$ cat src/rtl/pcp_pkg.sv
package pcp_pkg;
    localparam int DW  = 32;
    localparam int LAW = 4;

    typedef enum logic [1:0] {
        SZ_BYTE = 2'd0,
        SZ_HALF = 2'd1,
        SZ_WORD = 2'd2,
        SZ_RSVD = 2'd3
    } xfer_size_e;

    typedef enum logic [1:0] {
        WIN_ADDR = 2'd0,
        WIN_CFG  = 2'd1,
        WIN_IO   = 2'd2,
        WIN_NONE = 2'd3
    } win_e;

    typedef enum logic [1:0] {
        ST_IDLE  = 2'd0,
        ST_ISSUE = 2'd1,
        ST_WAIT  = 2'd2
    } seq_state_e;

    typedef struct packed {
        logic             io;
        logic             write;
        logic [DW-1:0]    addr;
        xfer_size_e       size;
        logic [DW-1:0]    wdata;
        logic             big_endian;
    } dn_req_t;

    // Natural alignment rule inside a 4-byte data window
    function automatic logic size_fits(input logic [1:0] off, input xfer_size_e sz);
        logic ok;
        case (sz)
            SZ_BYTE: ok = 1'b1;
            SZ_HALF: ok = (off[0] == 1'b0);
            SZ_WORD: ok = (off == 2'd0);
            default: ok = 1'b0;
        endcase
        return ok;
    endfunction
endpackage

$ cat src/rtl/pcp_decode.sv
module pcp_decode
    import pcp_pkg::*;
#(
    parameter int IO_ADDR_W = 16
) (
    input  logic [LAW-1:0] addr,
    input  xfer_size_e     size,
    input  logic [DW-1:0]  base,
    output win_e           win,
    output logic           legal,
    output logic [DW-1:0]  target
);
    localparam int OFF_W = 2;

    logic [OFF_W-1:0]     off;
    logic [IO_ADDR_W-1:0] io_sum;

    assign off    = addr[OFF_W-1:0];
    assign win    = win_e'(addr[LAW-1:LAW-2]);
    assign io_sum = base[IO_ADDR_W-1:0] + {{(IO_ADDR_W-OFF_W){1'b0}}, off};

    always_comb begin
        legal  = 1'b0;
        target = '0;
        case (win)
            WIN_ADDR: legal = (size == SZ_WORD) && (off == '0);
            WIN_CFG: begin
                legal  = size_fits(off, size);
                target = {base[DW-1:OFF_W], off};
            end
            WIN_IO: begin
                legal  = size_fits(off, size);
                target = {{(DW-IO_ADDR_W){1'b0}}, io_sum};
            end
            default: legal = 1'b0;
        endcase
    end
endmodule

$ cat src/rtl/pcp_addr_reg.sv
module pcp_addr_reg
    import pcp_pkg::*;
(
    input  logic          clk,
    input  logic          rst,
    input  logic          wr_en,
    input  logic [DW-1:0] wdata,
    output logic [DW-1:0] full_q,
    output logic [DW-1:0] fwd
);
    always_ff @(posedge clk) begin
        if (rst)        full_q <= '0;
        else if (wr_en) full_q <= wdata;
    end

    assign fwd = {full_q[DW-1:2], 2'b00};

    AST_ADDR_HOLD: assert property (@(posedge clk) disable iff (rst)
        !wr_en |=> $stable(full_q));
endmodule

$ cat src/rtl/pcp_seq.sv
module pcp_seq
    import pcp_pkg::*;
(
    input  logic          clk,
    input  logic          rst,
    input  logic          accept,
    input  logic          legal,
    input  win_e          win,
    input  logic          write,
    input  logic [DW-1:0] target,
    input  xfer_size_e    size,
    input  logic [DW-1:0] wdata,
    input  logic [DW-1:0] reg_rdata,
    input  logic          dn_ready,
    input  logic          dn_rvalid,
    input  logic [DW-1:0] dn_rdata,
    output logic          idle,
    output logic          dn_valid,
    output dn_req_t       dn_req,
    output logic          rsp_valid,
    output logic          rsp_err,
    output logic [DW-1:0] rsp_rdata
);
    seq_state_e state;

    assign idle     = (state == ST_IDLE);
    assign dn_valid = (state == ST_ISSUE);

    always_ff @(posedge clk) begin
        if (rst) begin
            state     <= ST_IDLE;
            dn_req    <= '0;
            rsp_valid <= 1'b0;
            rsp_err   <= 1'b0;
            rsp_rdata <= '0;
        end else begin
            rsp_valid <= 1'b0;
            case (state)
                ST_IDLE: if (accept) begin
                    if (!legal) begin
                        rsp_valid <= 1'b1;
                        rsp_err   <= 1'b1;
                        rsp_rdata <= '0;
                    end else if (win == WIN_ADDR) begin
                        rsp_valid <= 1'b1;
                        rsp_err   <= 1'b0;
                        rsp_rdata <= write ? '0 : reg_rdata;
                    end else begin
                        dn_req.io         <= (win == WIN_IO);
                        dn_req.write      <= write;
                        dn_req.addr       <= target;
                        dn_req.size       <= size;
                        dn_req.wdata      <= wdata;
                        dn_req.big_endian <= (win == WIN_IO);
                        state             <= ST_ISSUE;
                    end
                end
                ST_ISSUE: if (dn_ready) begin
                    if (dn_req.write) begin
                        rsp_valid <= 1'b1;
                        rsp_err   <= 1'b0;
                        rsp_rdata <= '0;
                        state     <= ST_IDLE;
                    end else begin
                        state <= ST_WAIT;
                    end
                end
                ST_WAIT: if (dn_rvalid) begin
                    rsp_valid <= 1'b1;
                    rsp_err   <= 1'b0;
                    rsp_rdata <= dn_rdata;
                    state     <= ST_IDLE;
                end
                default: state <= ST_IDLE;
            endcase
        end
    end

    AST_DN_HOLD: assert property (@(posedge clk) disable iff (rst)
        (dn_valid && !dn_ready) |=> (dn_valid && $stable(dn_req)));
    AST_READ_DONE: assert property (@(posedge clk) disable iff (rst)
        (state == ST_WAIT && dn_rvalid) |=> (rsp_valid && !rsp_err));
    AST_WRITE_DONE: assert property (@(posedge clk) disable iff (rst)
        (dn_valid && dn_ready && dn_req.write) |=> (rsp_valid && !rsp_err));
endmodule

$ cat src/rtl/pci_cfgio_port.sv
module pci_cfgio_port
    import pcp_pkg::*;
#(
    parameter int IO_ADDR_W = 16
) (
    input  logic          clk,
    input  logic          rst,
    input  logic          cpu_valid,
    output logic          cpu_ready,
    input  logic          cpu_write,
    input  logic [3:0]    cpu_addr,
    input  logic [1:0]    cpu_size,
    input  logic [31:0]   cpu_wdata,
    output logic          rsp_valid,
    output logic          rsp_err,
    output logic [31:0]   rsp_rdata,
    output logic          dn_valid,
    input  logic          dn_ready,
    output logic          dn_io,
    output logic          dn_write,
    output logic [31:0]   dn_addr,
    output logic [1:0]    dn_size,
    output logic [31:0]   dn_wdata,
    output logic          dn_big_endian,
    input  logic          dn_rvalid,
    input  logic [31:0]   dn_rdata
);
    win_e          win;
    logic          legal;
    logic [DW-1:0] target;
    logic [DW-1:0] full_q;
    logic [DW-1:0] fwd;
    logic          idle;
    logic          accept;
    logic          reg_wr;
    dn_req_t       req;

    assign accept    = cpu_valid && idle;
    assign cpu_ready = idle;
    assign reg_wr    = accept && cpu_write && legal && (win == WIN_ADDR);

    pcp_decode #(.IO_ADDR_W(IO_ADDR_W)) u_dec (
        .addr   (cpu_addr),
        .size   (xfer_size_e'(cpu_size)),
        .base   (fwd),
        .win    (win),
        .legal  (legal),
        .target (target)
    );

    pcp_addr_reg u_areg (
        .clk    (clk),
        .rst    (rst),
        .wr_en  (reg_wr),
        .wdata  (cpu_wdata),
        .full_q (full_q),
        .fwd    (fwd)
    );

    pcp_seq u_seq (
        .clk       (clk),
        .rst       (rst),
        .accept    (accept),
        .legal     (legal),
        .win       (win),
        .write     (cpu_write),
        .target    (target),
        .size      (xfer_size_e'(cpu_size)),
        .wdata     (cpu_wdata),
        .reg_rdata (full_q),
        .dn_ready  (dn_ready),
        .dn_rvalid (dn_rvalid),
        .dn_rdata  (dn_rdata),
        .idle      (idle),
        .dn_valid  (dn_valid),
        .dn_req    (req),
        .rsp_valid (rsp_valid),
        .rsp_err   (rsp_err),
        .rsp_rdata (rsp_rdata)
    );

    assign dn_io         = req.io;
    assign dn_write      = req.write;
    assign dn_addr       = req.addr;
    assign dn_size       = req.size;
    assign dn_wdata      = req.wdata;
    assign dn_big_endian = req.big_endian;

    AST_ERR_NO_CYCLE: assert property (@(posedge clk) disable iff (rst)
        (accept && !legal) |=> (!dn_valid && rsp_valid && rsp_err));
    AST_IO_RANGE: assert property (@(posedge clk) disable iff (rst)
        (dn_valid && dn_io) |-> (dn_addr[31:IO_ADDR_W] == '0 && dn_big_endian));
    AST_CFG_LOW: assert property (@(posedge clk) disable iff (rst)
        (accept && legal && win == WIN_CFG) |=> (dn_addr[1:0] == $past(cpu_addr[1:0]) && !dn_big_endian));
    AST_BUSY_BLOCK: assert property (@(posedge clk) disable iff (rst)
        dn_valid |-> !cpu_ready);
endmodule

$ cat config.mk
export PLATFORM = sky130hd
export DESIGN_NAME = pci_cfgio_port
export DESIGN_NICKNAME = d
export VERILOG_FILES = /design/src/rtl/pcp_pkg.sv /design/src/rtl/pcp_decode.sv /design/src/rtl/pcp_addr_reg.sv /design/src/rtl/pcp_seq.sv /design/src/rtl/pci_cfgio_port.sv
export SDC_FILE = /design/constraint.sdc
export NUM_CORES = 1
export LEC_CHECK = 0
export ABC_AREA = 1
export BUFFER_PORTS_ARGS = -buffer_cell sky130_fd_sc_hd__buf_2
export CAP_MARGIN = 15
export CORE_UTILIZATION = 55
export CTS_CLUSTER_SIZE = 40
export DETAILED_ROUTE_END_ITERATION = 12
export PLACE_DENSITY = 0.87
export SLEW_MARGIN = 5
export SYNTH_ARGS = -nofsm -noshare
export SYNTH_HDL_FRONTEND = slang
export SYNTH_SLANG_ARGS = --single-unit
$ cat constraint.sdc
create_clock -name clk -period 2.5 [get_ports clk]
set_input_delay 0.125 -clock clk [delete_from_list [all_inputs] [get_ports clk]]
set_output_delay 0.125 -clock clk [all_outputs]
set_load 0.05 [all_outputs]
### Yosys cells after proc, flatten, opt, wreduce, memory -nomap -nowiden

Index checks and enable logic that the tools add are counted.

| word-level totals | value |
|---|---|
| bits in registers | 136 |
| bits of input ports | 76 |
| output and inout bits | 105 |
| logic and storage cells | 72 |

| cells by class | value |
|---|---|
| add/subtract/negate cells | 1 |
| equal/unequal tests | 13 |
| multiplexer cells | 32 |
| bitwise gates (word level) | 2 |
| reduce and logical (&&, ||, !) cells | 14 |

Operators by type and width:

| cell | number |
|---|---|
| $mux 32 | 7 |
| $pmux 32 s3 | 1 |
| $pmux 32 s2 | 1 |
| $add 16x2->16 | 1 |
| $mux 1 | 12 |
| $mux 2 | 6 |
| $pmux 1 s3 | 3 |
| $logic_not 2->1 | 4 |
| $eq 2x1->1 const B | 3 |
| $eq 2x2->1 const B | 3 |
| $ne 2x1->1 const B | 3 |
| $ne 2x2->1 const B | 3 |
| $pmux 2 s3 | 1 |
| $reduce_and 6->1 | 1 |
| $logic_and 1x1->1 | 5 |
| $reduce_and 5->1 | 1 |
| $reduce_and 4->1 | 1 |
| $ne 3x2->1 const B | 1 |
| $reduce_bool 3->1 | 1 |
| $not 1->1 | 2 |
| $pmux 1 s2 | 1 |
| $reduce_or 2->1 | 1 |

### Longest topological paths before layout

| logic depth | value |
|---|---|
| depth after elaboration | 6 |
| depth in mapped cells | 11 |
| depth with buffers taken out | 10 |

### Hierarchy

Synthesis repeated with hierarchy kept, for this count alone.

| unflattened totals | value |
|---|---|
| cell total of the unflattened synthesis | 1115 |
| area total of the unflattened synthesis | 7161.9 µm² |

Modules (own cells, without submodules):

| module | times used | cells an instance | area an instance (µm²) | seq. area each (µm²) |
|---|---|---|---|---|
| pcp_seq | 1 | 706 | 4710.8 | 2082.0 |
| pcp_addr_reg | 1 | 236 | 1582.8 | 640.6 |
| pcp_decode | 1 | 166 | 839.6 | 0.0 |
| pci_cfgio_port | 1 | 7 | 28.8 | 0.0 |

### Worst setup path before layout

No wires, ideal clock.

| timing | value |
|---|---|
| path type | register -> register |
| start | register u_seq.state[0] |
| end | register u_areg.full_q[15] |
| library setup time | 0.128 ns |
| data arrival time | 1.872 ns |
| data required time | 2.372 ns |
| setup slack | 0.500 ns |
| cell stages (with the launch flop) | 9 |
| buffers on the path | 1 |
| clock period less this slack | 2.000 ns |
| path through | dfxtp_1 > inv_1 > ha_1 > nand2_1 > nor2_1 > nand3_2 > clkbuf_1 > o21ai_0 > a21oi_1 |

| on the way | value |
|---|---|
| cells in the longest elaborated chain, start to end | 5 |

Ends and longest elaborated chain:

| item | RTL line | text |
|---|---|---|
| start: declaration | pcp_seq.sv:24 | `seq_state_e state;` |
| start signal: assignment | pcp_seq.sv:31 | `state <= ST_IDLE;` |
| start signal: assignment | pcp_seq.sv:55 | `state <= ST_ISSUE;` |
| start signal: assignment | pcp_seq.sv:63 | `state <= ST_IDLE;` |
| $logic_not 2->1 | pcp_seq.sv:26 | `assign idle = (state == ST_IDLE);` |
| net cpu_ready | pci_cfgio_port.sv:9 | `output logic cpu_ready,` |
| $logic_and 1x1->1 | pci_cfgio_port.sv:38 | `assign accept = cpu_valid && idle;` |
| $logic_and 1x1->1 (3 in series) | pci_cfgio_port.sv:40 | `assign reg_wr = accept && cpu_write && legal && (win == WIN_ADDR);` |
| end signal: assignment | pcp_addr_reg.sv:13 | `else if (wr_en) full_q <= wdata;` |
| end: declaration | pcp_addr_reg.sv:8 | `output logic [DW-1:0] full_q,` |

The timed path passes the listed nets, and every way through them passes these cells.
A chain may end at the register's enable or synchronous reset.

### Worst setup path after layout

| timing | value |
|---|---|
| start | register u_seq.state[0] |
| end | register u_seq.rsp_rdata[7] |

| on the way | value |
|---|---|
| cells in the longest elaborated chain, start to end | 4 |
| elaborated cells between the ends (all ways) | 12 |
| classes of those cells | eq/ne: 7; mux: 1; reduce/logical: 4 |

Ends and longest elaborated chain:

| item | RTL line | text |
|---|---|---|
| $logic_not 2->1 | pcp_seq.sv:26, pcp_seq.sv:38 |  |
| $logic_and 1x1->1 | pci_cfgio_port.sv:38 |  |
| $ne 2x1->1 (no source line) | - |  |
| $reduce_and 6->1 (no source line) | - |  |
| end signal: assignment | pcp_seq.sv:47 | `rsp_rdata <= write ? '0 : reg_rdata;` |
| end signal: assignment | pcp_seq.sv:71 | `rsp_rdata <= dn_rdata;` |
| end: declaration | pcp_seq.sv:22 | `output logic [DW-1:0] rsp_rdata` |

Several ways; a longest one is shown, not always the timed one.

==> metrics.yaml <==
run_status:
  status: "finished clean"
worst_setup_path:
  start_kind: "register"
  reg2regPathDepth: 8
  crit_cells: 8
  crit_slowest_cell: "nand2_4"
  critPathBufInv: 1
  crit_required_ns: 2.90
  r2r-end: "u_seq.rsp_rdata[7]"
  critical-path-max-stage-delay_ns: 0.41
  crit_fanout: 64
  crit_top_cell: "nor2_1"
  cp_top_family: "simple AND/OR/NAND/NOR gates"
  rrSetupSlack_ns: 0.39
  startpoint: "u_seq.state[0]"
  arrival_ns: 2.51
  path_cells: "inv_1, ha_1, nand2_1, nand3_1, nor3_2, nand2_4, nor2_1, nor2_1"
  r2r-start: "u_seq.state[0]"
  crit_type: "reg2reg"
  endpoint_kind: "register"
cts:
  cts_buffers: 17
  ctsHtreeMaxLevel: 4
  clockBufferDepth: 2
  ctsResizeCount: 0
  cts_setup_buffers: 0
  clockRootBuffer: "clkbuf_8"
  insertion_delay_ns: 0.51
  cts.clk_slew.worst_paths_ns: 0.06
  cts_tree: "yes"
  cts_num_sinks: 136
die:
  die-area_um2: 11000
  initial_utilization_pct: 56.5
  die_h_um: 105
  pin_count: 181
  num_rows: 37
  core_um2: 10300
  die_w_um: 105
timing:
  rsz0062_at_grt: "false"
  tns_ns: 0
  clock_skew_ns: 0.00959
  fin_crit_ns: 2.11
  setup_ws_ns: 0.386
  setup_viol: 0
  worst_pin_slew_ns: 0.614
  slew_headroom_pct: 59.0
  maxSlewViolCount: 0
  fin_crit_sh_pct: 84.6
  fmax_mhz: 473
  finalHoldViolations: 0
synth:
  synth_fp_nets: 887
  netlist.area_leader.share_pct: 46.9
  yosysSeqAreaShare_pct: 46.9
  syn_avg_cell_area_um2: 7.23
  syn-cell-area_um2: 5800
  yosys-top-cells-area: "dfxtp_1, nor2_1, o21ai_0, nand2_1, inv_1"
  synth_cells: 803
  ys_warn_count: 0
  synth_cell_types: 25
  synth_largest_area_cell: "dfxtp_1"
  yosys_register_bits: 136
place:
  hpwl_um: 10300
  post-place-ws_ns: 0.460
  globalplace.congestion: 0.856
  port_buffers: 180
run:
  maxCapViolCount: 0
final_layout:
  fin_nets: 1115
  layout-drive-gt1-share_pct: 24.8
  fill_cells: 697
  syn_to_final_growth_pct: 36.7
  antenna_cells: 0
min_path:
  hold-path-endpoint: "u_seq.rsp_rdata[30]"
  hold_class: "in2reg"
  hp-start: "dn_rdata[30]"
  worstHoldPathCells: 5
detailed_routing:
  routed_wl_um: 17700
  drt_iter0_drc: 557
  wl_per_cell_um: 15.0
  viasPerCell: 5.16
  drc: 0
  wl_met3_um: 1290
  vias: 6086
  top_layer: "met4"
  drtPass1Iterations: 7
  route.met2.wl_um: 8240
  met1_length_um: 7370
  ant_nets: 0
global_route:
  first_global_vias: 5694
  grt_max_degree: 68
  grt_pass1_wl_um: 28000
  antenna_found_initial: 0
  grt_use_total_pct: 32.3
  gr-total-overflow: 0
power_and_ir_drop:
  pwr_density_cell_nw_per_um2: 797
  cellLeakagePower_nw: 3.76
  vdd_drop_max_uv: 495
==> worst max path at each step <==
stage,to
2_1_floorplan,u_areg.full_q[15]
3_3_place_gp,u_seq.rsp_rdata[0]
3_5_place_dp,u_seq.rsp_rdata[20]
4_1_cts,u_seq.rsp_rdata[28]
5_1_grt,u_seq.rsp_rdata[10]
6_report,u_seq.rsp_rdata[7]
==> repair_timing <==
item                                   CTS  global route
hold buffers                            68             0
endpoints found under the hold margin   99             0
setup endpoints to repair                0             0
==> area by class of cell <==
cell class,count,area (µm²),share of cell area (%)
clock buffers,20,455,5.74
clock inverters,11,124,1.56
inverters,84,315,3.97
multi-input cells,534,2470,31.1
flip-flops and latches,136,2720,34.3
well taps,136,170,2.14
repair buffers,258,1680,21.2
==> synthesized netlist by cell type (all sizes together) <==
master,number
nor2,174
nand2,158
dfxtp,136
o21ai,114
inv,84
a21oi,69
clkbuf,28
buf,21
ha,8
nand3,8
nor3,2
nand4,1
==> flip-flops by register name, summed over array words and instances, names as in the netlist <==
name	count
u_seq.dn_req	68
u_seq.rsp_rdata	32
u_seq.rsp_err	1
u_seq.rsp_valid	1
u_seq.state	2
u_areg.full_q	32
==> kinds of logic after synthesis <==
logic type	share of synthesized area, %
compound gates	17.2
simple gates	23.6
flops	46.9
buf+inv	10.6
fa+ha+maj	1.72
==> worst min-delay path, stage by stage <==
cell and delay [ns]:
buf_2 0.09, nand2_1 0.05, o21ai_0 0.08, nor2_1 0.05, nor2_1 0.09
==> placed cells by master, fill, tap and decap left out, drive strengths merged <==
cell / netlist / layout
nand2: 158 / 158
dfxtp: 136 / 136
nand4: 1 / 1
nand3: 8 / 8
ha: 8 / 8
o21ai: 114 / 114
clkinvlp: 0 / 3
dlygate4sd3: 0 / 68
clkinv: 0 / 6
clkbuf: 28 / 20
buf: 21 / 190
bufinv: 0 / 2
nor2: 174 / 174
inv: 84 / 84
a21oi: 69 / 69
nor3: 2 / 2
==> stage by stage <==
step | area (µm²) | total power [mW] | instances | util [%] | hold WS (ns)
3_5_place_dp | 6680 | 3.80 | 1080 | 65.0 | 0.370
6_report | 7940 | 6.32 | 1179 | 77.2 | 0.0104
4_1_cts | 7940 | 6.29 | 1179 | 77.2 | 0.00115
3_3_place_gp | 6680 | 3.78 | 1080 | 65.0 | 0.373
2_1_floorplan | 5800 | 3.54 | 803 | - | 0.202
5_1_grt | 7940 | 6.56 | 1179 | 77.2 | 0.0118
==> power breakdown <==
| group | switching (mW) | internal, mW |
|---|---|---|
| Sequential | 0.0785 | 2.32 |
| Clock | 0.941 | 1.49 |
| Combinational | 1.07 | 0.411 |
==> layer usage <==
layer	vias to the layer above	GRT usage, %
li1	2953	-
met1	2750	41.3
met2	319	51.0
met3	64	6.80
met4	0	17.6
met5	-	0
Power figures use the tool's default switching activity.
